$ cat src/rtl/lut_path_loader_pkg.sv
package lut_path_loader_pkg;

  localparam int LUT_INPUTS = 5;
  localparam int TABLE_BITS = 1 << LUT_INPUTS;

  // Address input shared by both NAND variants, and the two path inputs.
  localparam int SHARED_IN = 4;
  localparam int PATH0_IN  = 0;
  localparam int PATH1_IN  = 1;

  typedef struct packed {
    logic load;   // capture selection, rewind position
    logic shift;  // emit one configuration bit
  } loadStrobe_t;

  // One truth-table entry of the selected NAND variant.
  function automatic logic nandTableBit(input logic pathSel,
                                        input logic [LUT_INPUTS-1:0] addr);
    logic pathIn;
    pathIn = pathSel ? addr[PATH1_IN] : addr[PATH0_IN];
    return ~(addr[SHARED_IN] & pathIn);
  endfunction

endpackage

$ cat src/rtl/lut_path_loader_ctrl.sv
module lut_path_loader_ctrl
  import lut_path_loader_pkg::*;
#(
  parameter int NUM_ELEM = 3
) (
  input  logic        clk,
  input  logic        rstN,
  input  logic        go,
  input  logic        lastBit,
  output loadStrobe_t strobes,
  output logic        busy,
  output logic        done,
  output logic        err
);

  localparam int TOTAL_SHIFTS = TABLE_BITS * NUM_ELEM;
  localparam int CNT_W        = $clog2(TOTAL_SHIFTS + 1);

  typedef enum logic {ST_IDLE, ST_SHIFT} ctrlState_t;

  ctrlState_t state;

  always_ff @(posedge clk) begin
    if (!rstN) begin
      state <= ST_IDLE;
      done  <= 1'b0;
      err   <= 1'b0;
    end else begin
      done <= 1'b0;
      unique case (state)
        ST_IDLE: if (go) state <= ST_SHIFT;
        ST_SHIFT: begin
          if (lastBit) begin
            state <= ST_IDLE;
            done  <= 1'b1;
          end
          if (go) err <= 1'b1;
        end
        default: state <= ST_IDLE;
      endcase
    end
  end

  assign busy          = (state == ST_SHIFT);
  assign strobes.load  = go && (state == ST_IDLE);
  assign strobes.shift = (state == ST_SHIFT);

  // Window counter used only by the length checks below.
  logic [CNT_W-1:0] shiftCnt;
  always_ff @(posedge clk) begin
    if (!rstN)             shiftCnt <= '0;
    else if (strobes.load) shiftCnt <= '0;
    else if (busy)         shiftCnt <= shiftCnt + 1'b1;
  end

  p_len_exact_r5: assert property (@(posedge clk) disable iff (!rstN)
    done |-> (shiftCnt == CNT_W'(TOTAL_SHIFTS)));
  p_len_bound_r5: assert property (@(posedge clk) disable iff (!rstN)
    busy |-> (shiftCnt < CNT_W'(TOTAL_SHIFTS)));
  p_done_after_r6: assert property (@(posedge clk) disable iff (!rstN)
    done |-> (!busy && $past(busy)));
  p_done_pulse_r6: assert property (@(posedge clk) disable iff (!rstN)
    done |=> !done);
  p_err_set_r8: assert property (@(posedge clk) disable iff (!rstN)
    (busy && go) |=> err);
  p_err_sticky_r8: assert property (@(posedge clk) disable iff (!rstN)
    err |=> err);

endmodule

$ cat src/rtl/lut_path_loader_dp.sv
module lut_path_loader_dp
  import lut_path_loader_pkg::*;
#(
  parameter int NUM_ELEM = 3
) (
  input  logic                clk,
  input  logic                rstN,
  input  loadStrobe_t         strobes,
  input  logic [NUM_ELEM-1:0] selWord,
  output logic                cfgData,
  output logic                cfgEn,
  output logic                lastBit
);

  localparam int ELEM_W = (NUM_ELEM > 1) ? $clog2(NUM_ELEM) : 1;
  localparam logic [ELEM_W-1:0]     LAST_ELEM = ELEM_W'(NUM_ELEM - 1);
  localparam logic [LUT_INPUTS-1:0] TOP_BIT   = LUT_INPUTS'(TABLE_BITS - 1);

  logic [NUM_ELEM-1:0]   selReg;
  logic [LUT_INPUTS-1:0] bitIdx;
  logic [ELEM_W-1:0]     elemIdx;
  logic                  activeSel;

  always_ff @(posedge clk) begin
    if (!rstN) begin
      selReg  <= '0;
      bitIdx  <= TOP_BIT;
      elemIdx <= LAST_ELEM;
    end else if (strobes.load) begin
      selReg  <= selWord;
      bitIdx  <= TOP_BIT;
      elemIdx <= LAST_ELEM;
    end else if (strobes.shift) begin
      bitIdx <= bitIdx - 1'b1;
      if (bitIdx == '0) elemIdx <= elemIdx - 1'b1;
    end
  end

  // Pick the select bit of the element currently on the wire.
  generate
    if (NUM_ELEM == 1) begin : g_single
      assign activeSel = selReg[0];
    end else begin : g_multi
      always_comb begin
        activeSel = 1'b0;
        for (int e = 0; e < NUM_ELEM; e++)
          if (elemIdx == ELEM_W'(e)) activeSel = selReg[e];
      end
    end
  endgenerate

  assign cfgEn   = strobes.shift;
  assign cfgData = strobes.shift & nandTableBit(activeSel, bitIdx);
  assign lastBit = (bitIdx == '0) && (elemIdx == '0);

  p_elem_range_r4: assert property (@(posedge clk) disable iff (!rstN)
    strobes.shift |-> (elemIdx <= LAST_ELEM));
  p_bit_order_r4: assert property (@(posedge clk) disable iff (!rstN)
    (strobes.shift && $past(strobes.shift) && bitIdx != TOP_BIT)
      |-> (bitIdx == LUT_INPUTS'($past(bitIdx) - 1'b1)));
  p_start_pos_r4: assert property (@(posedge clk) disable iff (!rstN)
    strobes.load |=> (bitIdx == TOP_BIT && elemIdx == LAST_ELEM));
  p_sel_hold_r2: assert property (@(posedge clk) disable iff (!rstN)
    (strobes.shift && !$past(strobes.load)) |-> $stable(selReg));

endmodule

$ cat src/rtl/lut_path_loader.sv
module lut_path_loader
  import lut_path_loader_pkg::*;
#(
  parameter int NUM_ELEM = 3
) (
  input  logic                clk,
  input  logic                rstN,
  input  logic [NUM_ELEM-1:0] selWord,
  input  logic                go,
  output logic                cfgData,
  output logic                cfgEn,
  output logic                oscEn,
  output logic                busy,
  output logic                done,
  output logic                err
);

  loadStrobe_t strobes;
  logic        lastBit;

  lut_path_loader_ctrl #(.NUM_ELEM(NUM_ELEM)) u_ctrl (
    .clk     (clk),
    .rstN    (rstN),
    .go      (go),
    .lastBit (lastBit),
    .strobes (strobes),
    .busy    (busy),
    .done    (done),
    .err     (err)
  );

  lut_path_loader_dp #(.NUM_ELEM(NUM_ELEM)) u_dp (
    .clk     (clk),
    .rstN    (rstN),
    .strobes (strobes),
    .selWord (selWord),
    .cfgData (cfgData),
    .cfgEn   (cfgEn),
    .lastBit (lastBit)
  );

  // Ring stays stopped while its tables are being rewritten.
  assign oscEn = ~busy;

  p_osc_stopped_r7: assert property (@(posedge clk) disable iff (!rstN)
    cfgEn |-> !oscEn);

endmodule

$ cat config.mk
export PLATFORM = sky130hd
export DESIGN_NAME = lut_path_loader
export DESIGN_NICKNAME = d
export VERILOG_FILES = /design/src/rtl/lut_path_loader_pkg.sv /design/src/rtl/lut_path_loader_ctrl.sv /design/src/rtl/lut_path_loader_dp.sv /design/src/rtl/lut_path_loader.sv
export SDC_FILE = /design/constraint.sdc
export NUM_CORES = 1
export LEC_CHECK = 0
export BUFFER_PORTS_ARGS = -buffer_cell sky130_fd_sc_hd__buf_4
export CAP_MARGIN = 0
export CELL_PAD_IN_SITES_DETAIL_PLACEMENT = 1
export CELL_PAD_IN_SITES_GLOBAL_PLACEMENT = 2
export CORE_MARGIN = 10
export CORE_UTILIZATION = 32
export DETAILED_ROUTE_END_ITERATION = 7
export PLACE_DENSITY = 0.74
export SLEW_MARGIN = 20
export SYNTH_ARGS = -nofsm -noshare
export SYNTH_HDL_FRONTEND = slang
export SYNTH_SLANG_ARGS = --single-unit
$ cat constraint.sdc
create_clock -name clk -period 3.8 [get_ports clk]
set_clock_uncertainty 0.2 [all_clocks]
set_input_delay 0.38 -clock clk [delete_from_list [all_inputs] [get_ports clk]]
set_output_delay 0.38 -clock clk [all_outputs]
set_load 0.005 [all_outputs]
# Yosys cells after proc, flatten, opt, wreduce, memory -nomap -nowiden
# Index checks and enable logic that the tools add are counted.
dict set report totals {
  mem_bits_rw 0
  inputBits 6
  latchBits 0
  n_memories 0
  output_inout_bits 6
  regBits 13
  word_cells 31
  romBits 0
}
dict set report op_classes {
  n_mux 8
  order_cmp 0
  n_div 0
  n_reduce_logical 8
  n_shift 0
  multipliers 0
  addsub 2
  bitwise 5
  eq_ne 2
}
# operator count
set op_table {}
lappend op_table {{two-way mux 1 bit} 7}
lappend op_table {{AND reduction 2 bit} 3}
lappend op_table {{logical NOT 5 bit} 1}
lappend op_table {{subtractor 5 x 1 -> 5 bit, second input constant} 1}
lappend op_table {{inverter 1 bit} 3}
lappend op_table {{AND 1 bit} 2}
lappend op_table {{equality test 2 x 1 -> 1 bit, second input constant} 1}
lappend op_table {{equality test 2 bit, second input constant} 1}
lappend op_table {{logical AND 1 bit} 2}
lappend op_table {{logical NOT 2 bit} 1}
lappend op_table {{case mux 1 bit (2 select lines)} 1}
lappend op_table {{OR reduction 2 bit} 1}
lappend op_table {{subtractor 2 x 1 -> 2 bit, second input constant} 1}

# Logic depth before layout (Yosys ltp)
dict set report depth {
  ltp_word 8
  ltp_mapped 5
  depth_no_buf 5
}

# Hierarchy
# From an unflattened synthesis, not the netlist that was laid out.
dict set report unflattened {
  hier_cells 70
  area_unflattened_um2 669.4
}
# mod area_per_inst_um2 n_inst cells_each
set modules_own_cells {}
lappend modules_own_cells {lut_path_loader_dp 556.8 1 59}
lappend modules_own_cells {lut_path_loader_ctrl 108.9 1 10}
lappend modules_own_cells {lut_path_loader 3.8 1 1}

# Worst setup path after synthesis
# Ideal clock, no wire load.
dict set report synth_timing {
  path_type {register to output}
  startpoint {register u_dp.elemIdx[1]}
  endpoint {output cfgData}
  arrival_ps 1166
  t_required_ps 3220
  setup_slack_ps 2054
  stages_incl_launch_ff 6
  path_buffers 0
  cell_sequence {dfxtp_1 > inv_1 > ha_1 > nand3b_1 > a221o_1 > and4_1}
}
dict set report synth_via {
  elab_chain_len 8
}
# element line_no
set synth_rtl {}
lappend synth_rtl {{start, declared} lut_path_loader_dp.sv:21} ;# logic [ELEM_W-1:0] elemIdx;
lappend synth_rtl {{start signal, assigned} lut_path_loader_dp.sv:35} ;# if (bitIdx == '0) elemIdx <= elemIdx - 1'b1;
lappend synth_rtl {{logical NOT 2 bit} lut_path_loader_dp.sv:47} ;# if (elemIdx == ELEM_W'(e)) activeSel = selReg[e];
lappend synth_rtl {{two-way mux 1 bit (2 in series)} lut_path_loader_dp.sv:47}
lappend synth_rtl {{two-way mux 1 bit *} lut_path_loader_dp.sv:47}
lappend synth_rtl {{two-way mux 1 bit *} lut_path_loader_pkg.sv:20} ;# pathIn = pathSel ? addr[PATH1_IN] : addr[PATH0_IN];
lappend synth_rtl {{AND 1 bit *} lut_path_loader_pkg.sv:21} ;# return ~(addr[SHARED_IN] & pathIn);
lappend synth_rtl {{inverter 1 bit *} lut_path_loader_pkg.sv:21}
lappend synth_rtl {{AND 1 bit *} lut_path_loader_dp.sv:53} ;# assign cfgData = strobes.shift & nandTableBit(activeSel, bitIdx);
lappend synth_rtl {{end, declared} lut_path_loader.sv:10} ;# output logic cfgData,
# Every way passes the cells marked *; elsewhere a longest branch is shown, timed or not.

# Worst setup path in the final report
# Ends and elaborated chain as after synthesis.

==> reports/results.ini <==
[worst_setup_path]
reg2reg_slack_ps = 2100
r2r_start = u_ctrl.busy
start_kind = flip-flop
rr_worst_depth = 3
criticalPathCategory = flip-flop to output pin
r2r_end = u_dp.elemIdx[1]
cp-end-kind = output pin
cp_max_fo = 3
critPathArrivalTime_ps = 1640
critPathRequiredTime_ps = 3220

[placed_design]
placed_cell_area_um2 = 713
place.gp.congestion = 0.665
dp_hpwl_um = 1040
io_buffers = 11

[yosys]
synth_compound_area_frac = 0.0941
synth_area_um2 = 612
yosys.area_share.simple = 0.243
synth_top_family_by_area = simple AND/OR/NAND/NOR gates
synth_seq_cells = 13
synth_xor_area_frac = 0.0429
muxShareOfSynthArea = 0.0491
yosysWarnings = 0
syn_inst = 69
syn_area_per_cell_um2 = 8.87
synth_nets = 79
synthAdderAreaFrac = 0.0818
yosysUniqueCellTypes = 27
yosysSeqAreaShare = 0.425

[sta]
hold_violations = 0
min_period_ps = 2220
slew_headroom = 0.658
period_share = 0.584
setup_violations = 0
fmax_ghz = 0.451
worstMarginPinSlew_ps = 513
rsz0062_at_grt = false
report.final.slew_viol_count = 0
finalSetupTns_ps = 0
whs_ps = 143

[final_layout]
antenna_cells = 0
fill_cells = 226
area_growth_pct = 20.9
drive_above_1_share = 0.183
final_nets = 93
fin_area_um2 = 739

[routing]
num_vias = 487
wirelength_um = 1330
drc = 0
ant_nets = 0
drtPass1Iterations = 3
initialDrtViolationCount = 7
viasPerCell = 4.55
wl_per_cell_um = 12.5

[clocking]
cts.sinks = 13
cts_setup_buffers = 0
cts-hold-fix-buffers = 0
clock-root-buffer = clkbuf_4
clk_pin_slew_ps = 80
clock_path_buffers = 2
cts.htree.levels = 1
post_cts.resized_instances = 0
cts_tree = yes
cts-buffers-inserted = 3
clock_latency_ps = 270

[power]
p_per_area_mw_per_mm2 = 347
total_power_uw = 257
leakagePower_uw = 0.000348
ir_worst_vdd_mv = 0.151

[global_routing]
grt_first_pass_wirelength_um = 2190
antenna_found_initial = 0
gr-usage-met1 = 0.0828
grt_use_met2 = 0.0955
grt_pass1_vias = 471
grt_max_degree = 17
grt_util_all_layers = 0.0684
use_met3 = 0.0318
grt-busiest-layer = met2
overflow = 0

[flow_run]
maxCapViolations = 0

[hold_path]
hold_class = primary input to flip-flop
min_to = u_dp.selReg[0]
min_path_cells = 3
hp-start = selWord[0]

[floorplanning]
core_area_mm2 = 0.00176
io_pins = 12
die_area_mm2 = 0.00406
die_y_um = 63.7
fp.dieW_um = 63.7
start_util = 0.347
row_count = 15

[outcome]
status = completed

==> cells in the final DEF (no fill, tap or decap), types with 2 or more instances in the layout <==
master	instances
clkbuf_4	3
mux2i_1	3
nand3_1	4
buf_4	11
a21oi_1	2
and3_1	2
dfxtp_1	13
o21ai_0	3
nand2_1	8
xnor2_1	2
nor2_1	5
ha_1	4
inv_1	7
==> cell families (layout without fill, tap and decap cells) <==
group / count (synthesis) / in the layout
fa+ha+maj: 4 / 4
xor+xnor: 3 / 3
mux: 3 / 3
buf+inv: 9 / 22
flops: 13 / 13
compound gates: 9 / 9
simple gates: 28 / 28
==> power by group <==
part	switching [µW]	internal (µW)	total, µW
logic	11.1	14.9	26.0
registers	5.68	141	146
clock network	43.8	40.6	84.4
==> layer usage <==
metal,vias up,share of wire
met1,219,0.47
met3,2,0.046
met2,8,0.47
met4,0,0.0097
met5,-,0
li1,258,-
==> cells in the mapped netlist <==
| cell type | count | share of area |
|---|---|---|
| a211oi_1 | 1 | 0.012 |
| a21boi_1 | 1 | 0.012 |
| a21oi_1 | 2 | 0.016 |
| a221o_1 | 1 | 0.016 |
| and2_1 | 1 | 0.010 |
| and2b_1 | 1 | 0.012 |
| and3_1 | 2 | 0.020 |
| and4_1 | 1 | 0.014 |
| buf_2 | 1 | 0.0082 |
| buf_4 | 1 | 0.012 |
| dfxtp_1 | 13 | 0.43 |
| ha_1 | 4 | 0.082 |
| inv_1 | 7 | 0.043 |
| mux2i_1 | 3 | 0.049 |
| nand2_1 | 8 | 0.049 |
| nand3_1 | 4 | 0.033 |
| nand3b_1 | 1 | 0.012 |
| nand4bb_1 | 1 | 0.018 |
| nor2_1 | 5 | 0.031 |
| nor2_2 | 1 | 0.010 |
| nor3_1 | 1 | 0.0082 |
| nor4b_1 | 1 | 0.014 |
| o211ai_1 | 1 | 0.012 |
| o21ai_0 | 3 | 0.025 |
| or3_1 | 1 | 0.010 |
| xnor2_1 | 2 | 0.029 |
| xor2_1 | 1 | 0.014 |
==> layout make-up <==
type	count	area (µm²)	area share
multi-input combinational	47	313	0.423
sequential	13	260	0.352
clock buffer	4	26.3	0.0355
timing repair buffer	11	82.6	0.112
tap	25	31.3	0.0423
inverter	7	26.3	0.0355
==> worst max path at each step <==
stage / cells past startpoint / from / to / slack, ps
floorplan: 5 / u_dp.elemIdx[1] / cfgData / 2050
global placement: 6 / u_dp.elemIdx[1] / cfgData / 1910
detailed placement: 6 / u_dp.elemIdx[1] / cfgData / 1870
CTS: 6 / u_dp.elemIdx[1] / cfgData / 1560
global route: 6 / u_dp.elemIdx[1] / cfgData / 1480
finish: 6 / u_dp.elemIdx[1] / cfgData / 1580
==> registers in the layout, summed over array words and instances (netlist names) <==
signal        cells
u_ctrl.busy       1
u_ctrl.done       1
u_ctrl.err        1
u_dp.bitIdx       5
u_dp.elemIdx      2
u_dp.selReg       3
==> critical path: stages, from the launching register on <==
cell and delay (ps):
dfxtp_1 350, inv_1 60, ha_1 180, nand3b_1 180
a221o_1 290, and4_1 170, buf_4 130
==> through the flow <==
stage / instances / utilization / worst slack (ps)
after CTS: 107 / 0.419 / 1560
after detailed placement: 103 / 0.404 / 1870
after floorplan: 69 / - / 2050
final: 107 / 0.419 / 1580
after global routing: 107 / 0.419 / 1480
after global placement: 103 / 0.404 / 1910
Note: power is estimated with default switching activity, not from simulation.
